## config.mk

```make
export PLATFORM = sky130hd
export DESIGN_NAME = wdog_timer
export DESIGN_NICKNAME = d
export VERILOG_FILES = /design/src/rtl/wdog_pkg.sv /design/src/rtl/wdog_cfg.sv /design/src/rtl/wdog_count.sv /design/src/rtl/wdog_event.sv /design/src/rtl/wdog_timer.sv
export SDC_FILE = /design/constraint.sdc
export NUM_CORES = 1
export LEC_CHECK = 0
export ABC_AREA = 1
export ABC_CLOCK_PERIOD_IN_PS = 4600
export BUFFER_PORTS_ARGS = -buffer_cell sky130_fd_sc_hd__buf_2
export CORE_MARGIN = 2
export CORE_UTILIZATION = 63
export CTS_CLUSTER_DIAMETER = 30
export CTS_CLUSTER_SIZE = 40
export DETAILED_ROUTE_END_ITERATION = 8
export GPL_ROUTABILITY_DRIVEN = 0
export PLACE_DENSITY = 0.95
export SKIP_CTS_REPAIR_TIMING = 1
export SLEW_MARGIN = 25
export SYNTH_ARGS = -nofsm -noshare
export SYNTH_HDL_FRONTEND = slang
export SYNTH_SLANG_ARGS = --single-unit
```

## constraint.sdc

```tcl
create_clock -name clk -period 4.6 [get_ports clk]
set_clock_uncertainty 0.2 [all_clocks]
set_input_delay 0.69 -clock clk [delete_from_list [all_inputs] [get_ports clk]]
set_output_delay 0.69 -clock clk [all_outputs]
set_load 0.05 [all_outputs]
```

## src/rtl/wdog_pkg.sv

```systemverilog
package wdog_pkg;

    // Control register bit positions (software-visible encoding)
    localparam int BIT_S0 = 0;
    localparam int BIT_S1 = 1;
    localparam int BIT_S2 = 2;
    localparam int BIT_EN = 3;
    localparam int BIT_UL = 4;
    localparam int BIT_S3 = 5;
    localparam int BIT_IE = 6;

    // Largest effective scale exponent
    localparam int MAX_SHIFT = 9;

    typedef struct packed {
        logic       ie;
        logic       en;
        logic [3:0] scale;
    } cfg_t;

    function automatic logic [3:0] scale_of(input logic [7:0] v);
        return {v[BIT_S3], v[BIT_S2], v[BIT_S1], v[BIT_S0]};
    endfunction

    function automatic logic [3:0] clamp_shift(input logic [3:0] s);
        return (s > 4'(MAX_SHIFT)) ? 4'(MAX_SHIFT) : s;
    endfunction

    function automatic logic [7:0] pack_csr(input cfg_t c, input logic win);
        logic [7:0] v;
        v          = 8'h00;
        v[BIT_S0]  = c.scale[0];
        v[BIT_S1]  = c.scale[1];
        v[BIT_S2]  = c.scale[2];
        v[BIT_S3]  = c.scale[3];
        v[BIT_EN]  = c.en;
        v[BIT_UL]  = win;
        v[BIT_IE]  = c.ie;
        return v;
    endfunction

endpackage

```

## src/rtl/wdog_cfg.sv

```systemverilog
module wdog_cfg
    import wdog_pkg::*;
#(
    parameter int WINDOW = 4
) (
    input  logic       clk,
    input  logic       rst_n,
    input  logic       we,
    input  logic [6:0] wdata,
    input  logic       clr_ie,
    output cfg_t       cfg,
    output logic       win_open,
    output logic       reload
);

    localparam int WW = $clog2(WINDOW + 1);

    typedef struct packed {
        cfg_t          cfg;
        logic [WW-1:0] win;
    } st_t;

    st_t  st_d, st_q;
    logic accept;
    logic opener;

    always_comb begin
        st_d   = st_q;
        accept = we && (st_q.win != '0);
        opener = wdata[BIT_UL] && wdata[BIT_EN];
        if (st_q.win != '0) begin
            st_d.win = st_q.win - WW'(1);
        end
        if (clr_ie) begin
            st_d.cfg.ie = 1'b0;
        end
        if (we) begin
            st_d.cfg.ie = wdata[BIT_IE];
            if (accept) begin
                st_d.cfg.en    = wdata[BIT_EN];
                st_d.cfg.scale = scale_of({1'b0, wdata});
                st_d.win       = '0;
            end else if (opener) begin
                st_d.win = WW'(WINDOW);
            end
        end
    end

    always_ff @(posedge clk or negedge rst_n) begin
        if (!rst_n) begin
            st_q <= '0;
        end else begin
            st_q <= st_d;
        end
    end

    assign cfg      = st_q.cfg;
    assign win_open = (st_q.win != '0);
    assign reload   = accept;


    scale_guard_chk: assert property (@(posedge clk) disable iff (!rst_n)
        (we && !win_open) |=> ($stable(st_q.cfg.scale) && $stable(st_q.cfg.en)));


    win_open_chk: assert property (@(posedge clk) disable iff (!rst_n)
        $rose(win_open) |-> $past(we && wdata[BIT_UL] && wdata[BIT_EN]));


    ie_clear_chk: assert property (@(posedge clk) disable iff (!rst_n)
        (clr_ie && !we) |=> !st_q.cfg.ie);

endmodule

```

## src/rtl/wdog_count.sv

```systemverilog
module wdog_count
    import wdog_pkg::*;
#(
    parameter int BASE_TICKS = 2048
) (
    input  logic       clk,
    input  logic       rst_n,
    input  logic       active,
    input  logic       tick,
    input  logic       restart,
    input  logic [3:0] scale,
    output logic       expire
);

    localparam int CW = $clog2(BASE_TICKS) + MAX_SHIFT + 1;

    typedef struct packed {
        logic [CW-1:0] cnt;
    } st_t;

    st_t           st_d, st_q;
    logic [CW-1:0] limit;
    logic [CW-1:0] last;

    always_comb begin
        limit  = CW'(BASE_TICKS) << clamp_shift(scale);
        last   = limit - CW'(1);
        expire = active && tick && !restart && (st_q.cnt == last);
        st_d   = st_q;
        if (!active || restart) begin
            st_d.cnt = '0;
        end else if (tick) begin
            st_d.cnt = expire ? '0 : st_q.cnt + CW'(1);
        end
    end

    always_ff @(posedge clk or negedge rst_n) begin
        if (!rst_n) begin
            st_q <= '0;
        end else begin
            st_q <= st_d;
        end
    end


    cnt_hold_chk: assert property (@(posedge clk) disable iff (!rst_n)
        (active && !tick && !restart) |=> $stable(st_q.cnt));


    restart_zero_chk: assert property (@(posedge clk) disable iff (!rst_n)
        restart |=> (st_q.cnt == '0));

endmodule

```

## src/rtl/wdog_event.sv

```systemverilog
module wdog_event (
    input  logic clk,
    input  logic rst_n,
    input  logic expire,
    input  logic ie,
    input  logic en,
    input  logic cause_we,
    input  logic cause_wdata,
    output logic clr_ie,
    output logic rst_req,
    output logic irq,
    output logic cause
);

    typedef struct packed {
        logic rst;
        logic irq;
        logic cause;
    } st_t;

    st_t st_d, st_q;

    always_comb begin
        st_d     = st_q;
        clr_ie   = expire && ie;
        st_d.irq = expire && ie;
        st_d.rst = expire && !ie && en;
        if (st_d.rst) begin
            st_d.cause = 1'b1;
        end else if (cause_we && !cause_wdata) begin
            st_d.cause = 1'b0;
        end
    end

    always_ff @(posedge clk or negedge rst_n) begin
        if (!rst_n) begin
            st_q <= '0;
        end else begin
            st_q <= st_d;
        end
    end

    assign rst_req = st_q.rst;
    assign irq     = st_q.irq;
    assign cause   = st_q.cause;


    cause_set_chk: assert property (@(posedge clk) disable iff (!rst_n)
        st_q.rst |-> st_q.cause);


    cause_hold_chk: assert property (@(posedge clk) disable iff (!rst_n)
        (st_q.cause && !(cause_we && !cause_wdata)) |=> st_q.cause);


    mode_excl_chk: assert property (@(posedge clk) disable iff (!rst_n)
        !(st_q.irq && st_q.rst));

endmodule

```

## src/rtl/wdog_timer.sv

```systemverilog
module wdog_timer
    import wdog_pkg::*;
#(
    parameter int BASE_TICKS = 2048,
    parameter int WINDOW     = 4
) (
    input  logic       clk,
    input  logic       rst_n,
    input  logic       csr_we,
    input  logic [7:0] csr_wdata,
    output logic [7:0] csr_rdata,
    input  logic       kick,
    input  logic       tick,
    input  logic       cause_we,
    input  logic       cause_wdata,
    output logic       sys_rst_req,
    output logic       wdt_irq,
    output logic       wdt_cause
);

    cfg_t cfg;
    logic win_open;
    logic reload;
    logic expire;
    logic clr_ie;
    logic active;
    logic unused_hi;

    assign unused_hi = csr_wdata[7];
    assign active    = cfg.en || cfg.ie;

    wdog_cfg #(.WINDOW(WINDOW)) u_cfg (
        .clk      (clk),
        .rst_n    (rst_n),
        .we       (csr_we),
        .wdata    (csr_wdata[6:0]),
        .clr_ie   (clr_ie),
        .cfg      (cfg),
        .win_open (win_open),
        .reload   (reload)
    );

    wdog_count #(.BASE_TICKS(BASE_TICKS)) u_count (
        .clk     (clk),
        .rst_n   (rst_n),
        .active  (active),
        .tick    (tick),
        .restart (kick || reload),
        .scale   (cfg.scale),
        .expire  (expire)
    );

    wdog_event u_event (
        .clk         (clk),
        .rst_n       (rst_n),
        .expire      (expire),
        .ie          (cfg.ie),
        .en          (cfg.en),
        .cause_we    (cause_we),
        .cause_wdata (cause_wdata),
        .clr_ie      (clr_ie),
        .rst_req     (sys_rst_req),
        .irq         (wdt_irq),
        .cause       (wdt_cause)
    );

    assign csr_rdata = pack_csr(cfg, win_open);


    idle_quiet_chk: assert property (@(posedge clk) disable iff (!rst_n)
        !active |=> (!sys_rst_req && !wdt_irq));

endmodule

```

==> results by group <==
Run status
  • Status: completed

Hold path
  • Worst Hold Class: in2async

Clocking
  • Max Buffers Root-to-Sink: 2
  • CTS tree: done
  • Clk sink count: 33
  • Clk pin slew, worst setup/hold paths: 0.10 ns
  • H-Tree Depth: 2
  • Number of CTS-inserted buffers: 5
  • Clock root cell: clkbuf_4
  • Worst skew pair latency: 0.36 ns

Detailed routing
  • Remaining DRCs: 0
  • Vias per inst: 5.609
  • DRT Pass-1 Iters: 5
  • WL met1: 2.158 mm
  • WL met3: ~320 um
  • Final WL: 5.175 mm
  • WL/cell: 13.65 um
  • DRT iter0 DRCs: 223
  • Antenna Nets Post-Route: 0
  • Highest metal used: met4
  • Via count: 2126
  • Met2 wire length: 2.529 mm

Final layout
  • Share of cells above drive strength 1: 15.62%
  • Area grow syn2layout: 6.740%
  • Antenna Diode Count: 0
  • Fillers: 273
  • Fin nets: 352
  • Design area: about 2400 um^2
  • Finished Core Util: 71.36%

Global routing
  • Pin count of the biggest net entering global routing: 34
  • Global route overflow: 0
  • Total GRT Usage: 27.85%
  • First-pass GRT wire length: 8.811 mm
  • Antenna violations before repair: 0
  • Vias in the first global route: 2054

Synth
  • Number of distinct library cells after synthesis: 30
  • Yosys warning count: 0
  • Mapped Cells: 314
  • Area contributors post-synth: dfrtp_1 36%, nand2_1 14%, inv_1 8.2%
  • Seq/Total Area, Yosys: 36.16%
  • Post-Syn Nets: 333
  • Mean post-synth cell area: 7.272 um^2
  • Top cell type's share of synthesized area: 36.16%
  • Yosys top cell by area: dfrtp_1
  • #FFs+latches synth: 33
  • Netlist Area Pre-Place: 2283 um^2

STA
  • Slew @ Worst Pin: 0.7647 ns
  • RSZ-0062 raised after global routing: no
  • Slew headroom: 49.02%
  • Final Hold Fails: 0
  • Fmax achieved: approximately 350 MHz
  • Slew Limit Fails: 0
  • Tmin final: approximately 2.9 ns
  • # setup viols final: 0
  • Setup TNS: 0 ns
  • Final period util: about 63%

Power and ir drop
  • Switching Share: a little under half
  • Maximum VDD drop: 425.4 uV
  • Pwr Density: 454.6 nW/um^2
  • Reg power frac: 33.0%
  • P_int: 0.5812 mW
  • Power share of the clock group: about 20%
  • Leakage power total: 1.201 nW
  • Switching power: ~0.53 mW
  • Logic gate share of total power: 47.5%

Critical path
  • Critical path data arrival time: a little under 3 ns
  • Worst Path Required: 4.63 ns
  • Setup crit end kind: flop
  • Crit Path Category: reg2reg
  • Crit Path Max Fanout: 13
  • Worst setup SP type: flop

Floorplanning
  • DIE WIDTH: ~64 um
  • Starting Density: 66.85%
  • Die ar.: 4122 um^2
  • Ports: 26
  • Core box area: 3416 um^2
  • Chip height: 64.21 um
  • Row cnt: 21

Flow run
  • Max Cap Violations: 0

Placement
  • Placed Area: 2365 um^2
  • Hpwl dp: between 3 and 4 mm
  • IO Port Bufs: 23
==> cells in the final DEF, fill, tap and decap left out, drive strengths merged, types with 4 or more instances in the layout <==
cell	count
inv	52
clkbuf	5
xor2	13
ha	4
nor2	35
dfrtp	33
nand4	7
nand3	25
nor3	8
buf	23
o22ai	14
o21ai	12
nand2	91
==> cell usage after synthesis <==
cell type,instances
nand2_1,87
inv_1,50
dfrtp_1,33
nor2_1,31
nand3_1,25
xor2_1,13
o21ai_0,12
o22ai_2,10
buf_4,9
nand4_1,7
nor3_1,7
ha_1,4
o22ai_1,4
inv_2,2
nand2_2,2
nand2_4,2
nor2_2,2
xnor2_1,2
a211oi_1,1
a21oi_1,1
and2_1,1
buf_12,1
clkbuf_1,1
clkinv_2,1
conb_1,1
mux2i_1,1
nor2_4,1
nor2_8,1
nor3_2,1
nor4_1,1
==> layout make-up <==
class,count,area [um^2],area share (%)
clock buffers,5,37.54,1.540
multi-input cells,217,1166,47.84
well taps,46,57.56,2.361
flip-flops and latches,33,825.8,33.88
inverters,53,200.2,8.214
clock inverters,2,35.03,1.437
repair buffers,23,115.1,4.723
==> state kept, by name, summed over array words and instances, names as in the netlist <==
signal and flops:
u_count.st_q 21, u_event.cause 1, u_event.rst_req 1, u_cfg.cfg 6
u_event.irq 1, u_cfg.st_q 3
==> metrics by stage <==
| step | cells | hold slack (ns) | power, mW | worst slack, ns |
|---|---|---|---|---|
| final | 379 | 0.1918 | 1.108 | 1.725 |
| after global routing | 379 | 0.2263 | 1.185 | 1.565 |
| after CTS | 379 | 0.2135 | 1.102 | 1.815 |
| after detailed placement | 372 | 0.3260 | 0.8762 | 1.913 |
| after global placement | 372 | 0.2928 | 0.8595 | 1.983 |
| after floorplan | 314 | 0.1944 | 0.8135 | 2.375 |
==> power groups by stage <==
stage / Combinational, mW / Clock, mW / Sequential (mW)
detailed placement: 0.506 / 0 / 0.370
CTS: 0.521 / 0.216 / 0.364
floorplan: 0.453 / 0 / 0.361
global placement: 0.492 / 0 / 0.368
global route: 0.589 / 0.226 / 0.370
finish: 0.526 / 0.216 / 0.366
==> worst max-delay path, stage by stage, from the launching register on <==
cell,delay [ns]
dfrtp_1,0.46
nor2_1,0.33
nand2_1,0.15
ha_1,0.35
inv_1,0.05
nand2_1,0.07
nand2_1,0.05
nor2_1,0.09
nand2_1,0.07
nor2_1,0.11
nand2_1,0.09
nor2_2,0.16
nand2_2,0.11
nand2_4,0.21
inv_1,0.11
nand2_1,0.07
o21ai_0,0.08
==> routing by layer <==
layer	GRT usage (%)	vias up
met5	0	-
met4	15.43	0
met3	5.634	21
met2	46.35	94
met1	33.64	994
li1	-	1017
==> worst paths after layout <==
path	startpoint	endpoint	slack [ns]	cells past startpoint
worst min register to register	u_cfg.cfg[4]	u_cfg.cfg[4]	0.34	2
worst max register to register	u_cfg.cfg[3]	u_count.st_q[1]	1.72	16
worst min-delay path	rst_n	u_cfg.st_q[2]	0.19	1
worst max-delay path	u_cfg.cfg[3]	u_count.st_q[1]	1.72	16
max in group asynchronous	rst_n	u_count.st_q[20]	3.52	1
min in group clk	csr_wdata[2]	u_cfg.cfg[2]	0.34	3
==> cell families (layout without fill, tap and decap cells) <==
kind of cell,Yosys count,count (layout),share of synthesized area (%)
AO/OA/AOI/OAI,28,28,9.753
multiplexers,1,1,0.4384
flip-flops,33,33,36.16
XOR/XNOR,15,15,5.754
buffers and inverters,64,83,12.77
other,1,1,0.1642
AND/OR/NAND/NOR,168,168,32.77
adder cells (fa/ha/maj),4,4,2.192
Note: power is estimated with default switching activity, not from simulation.
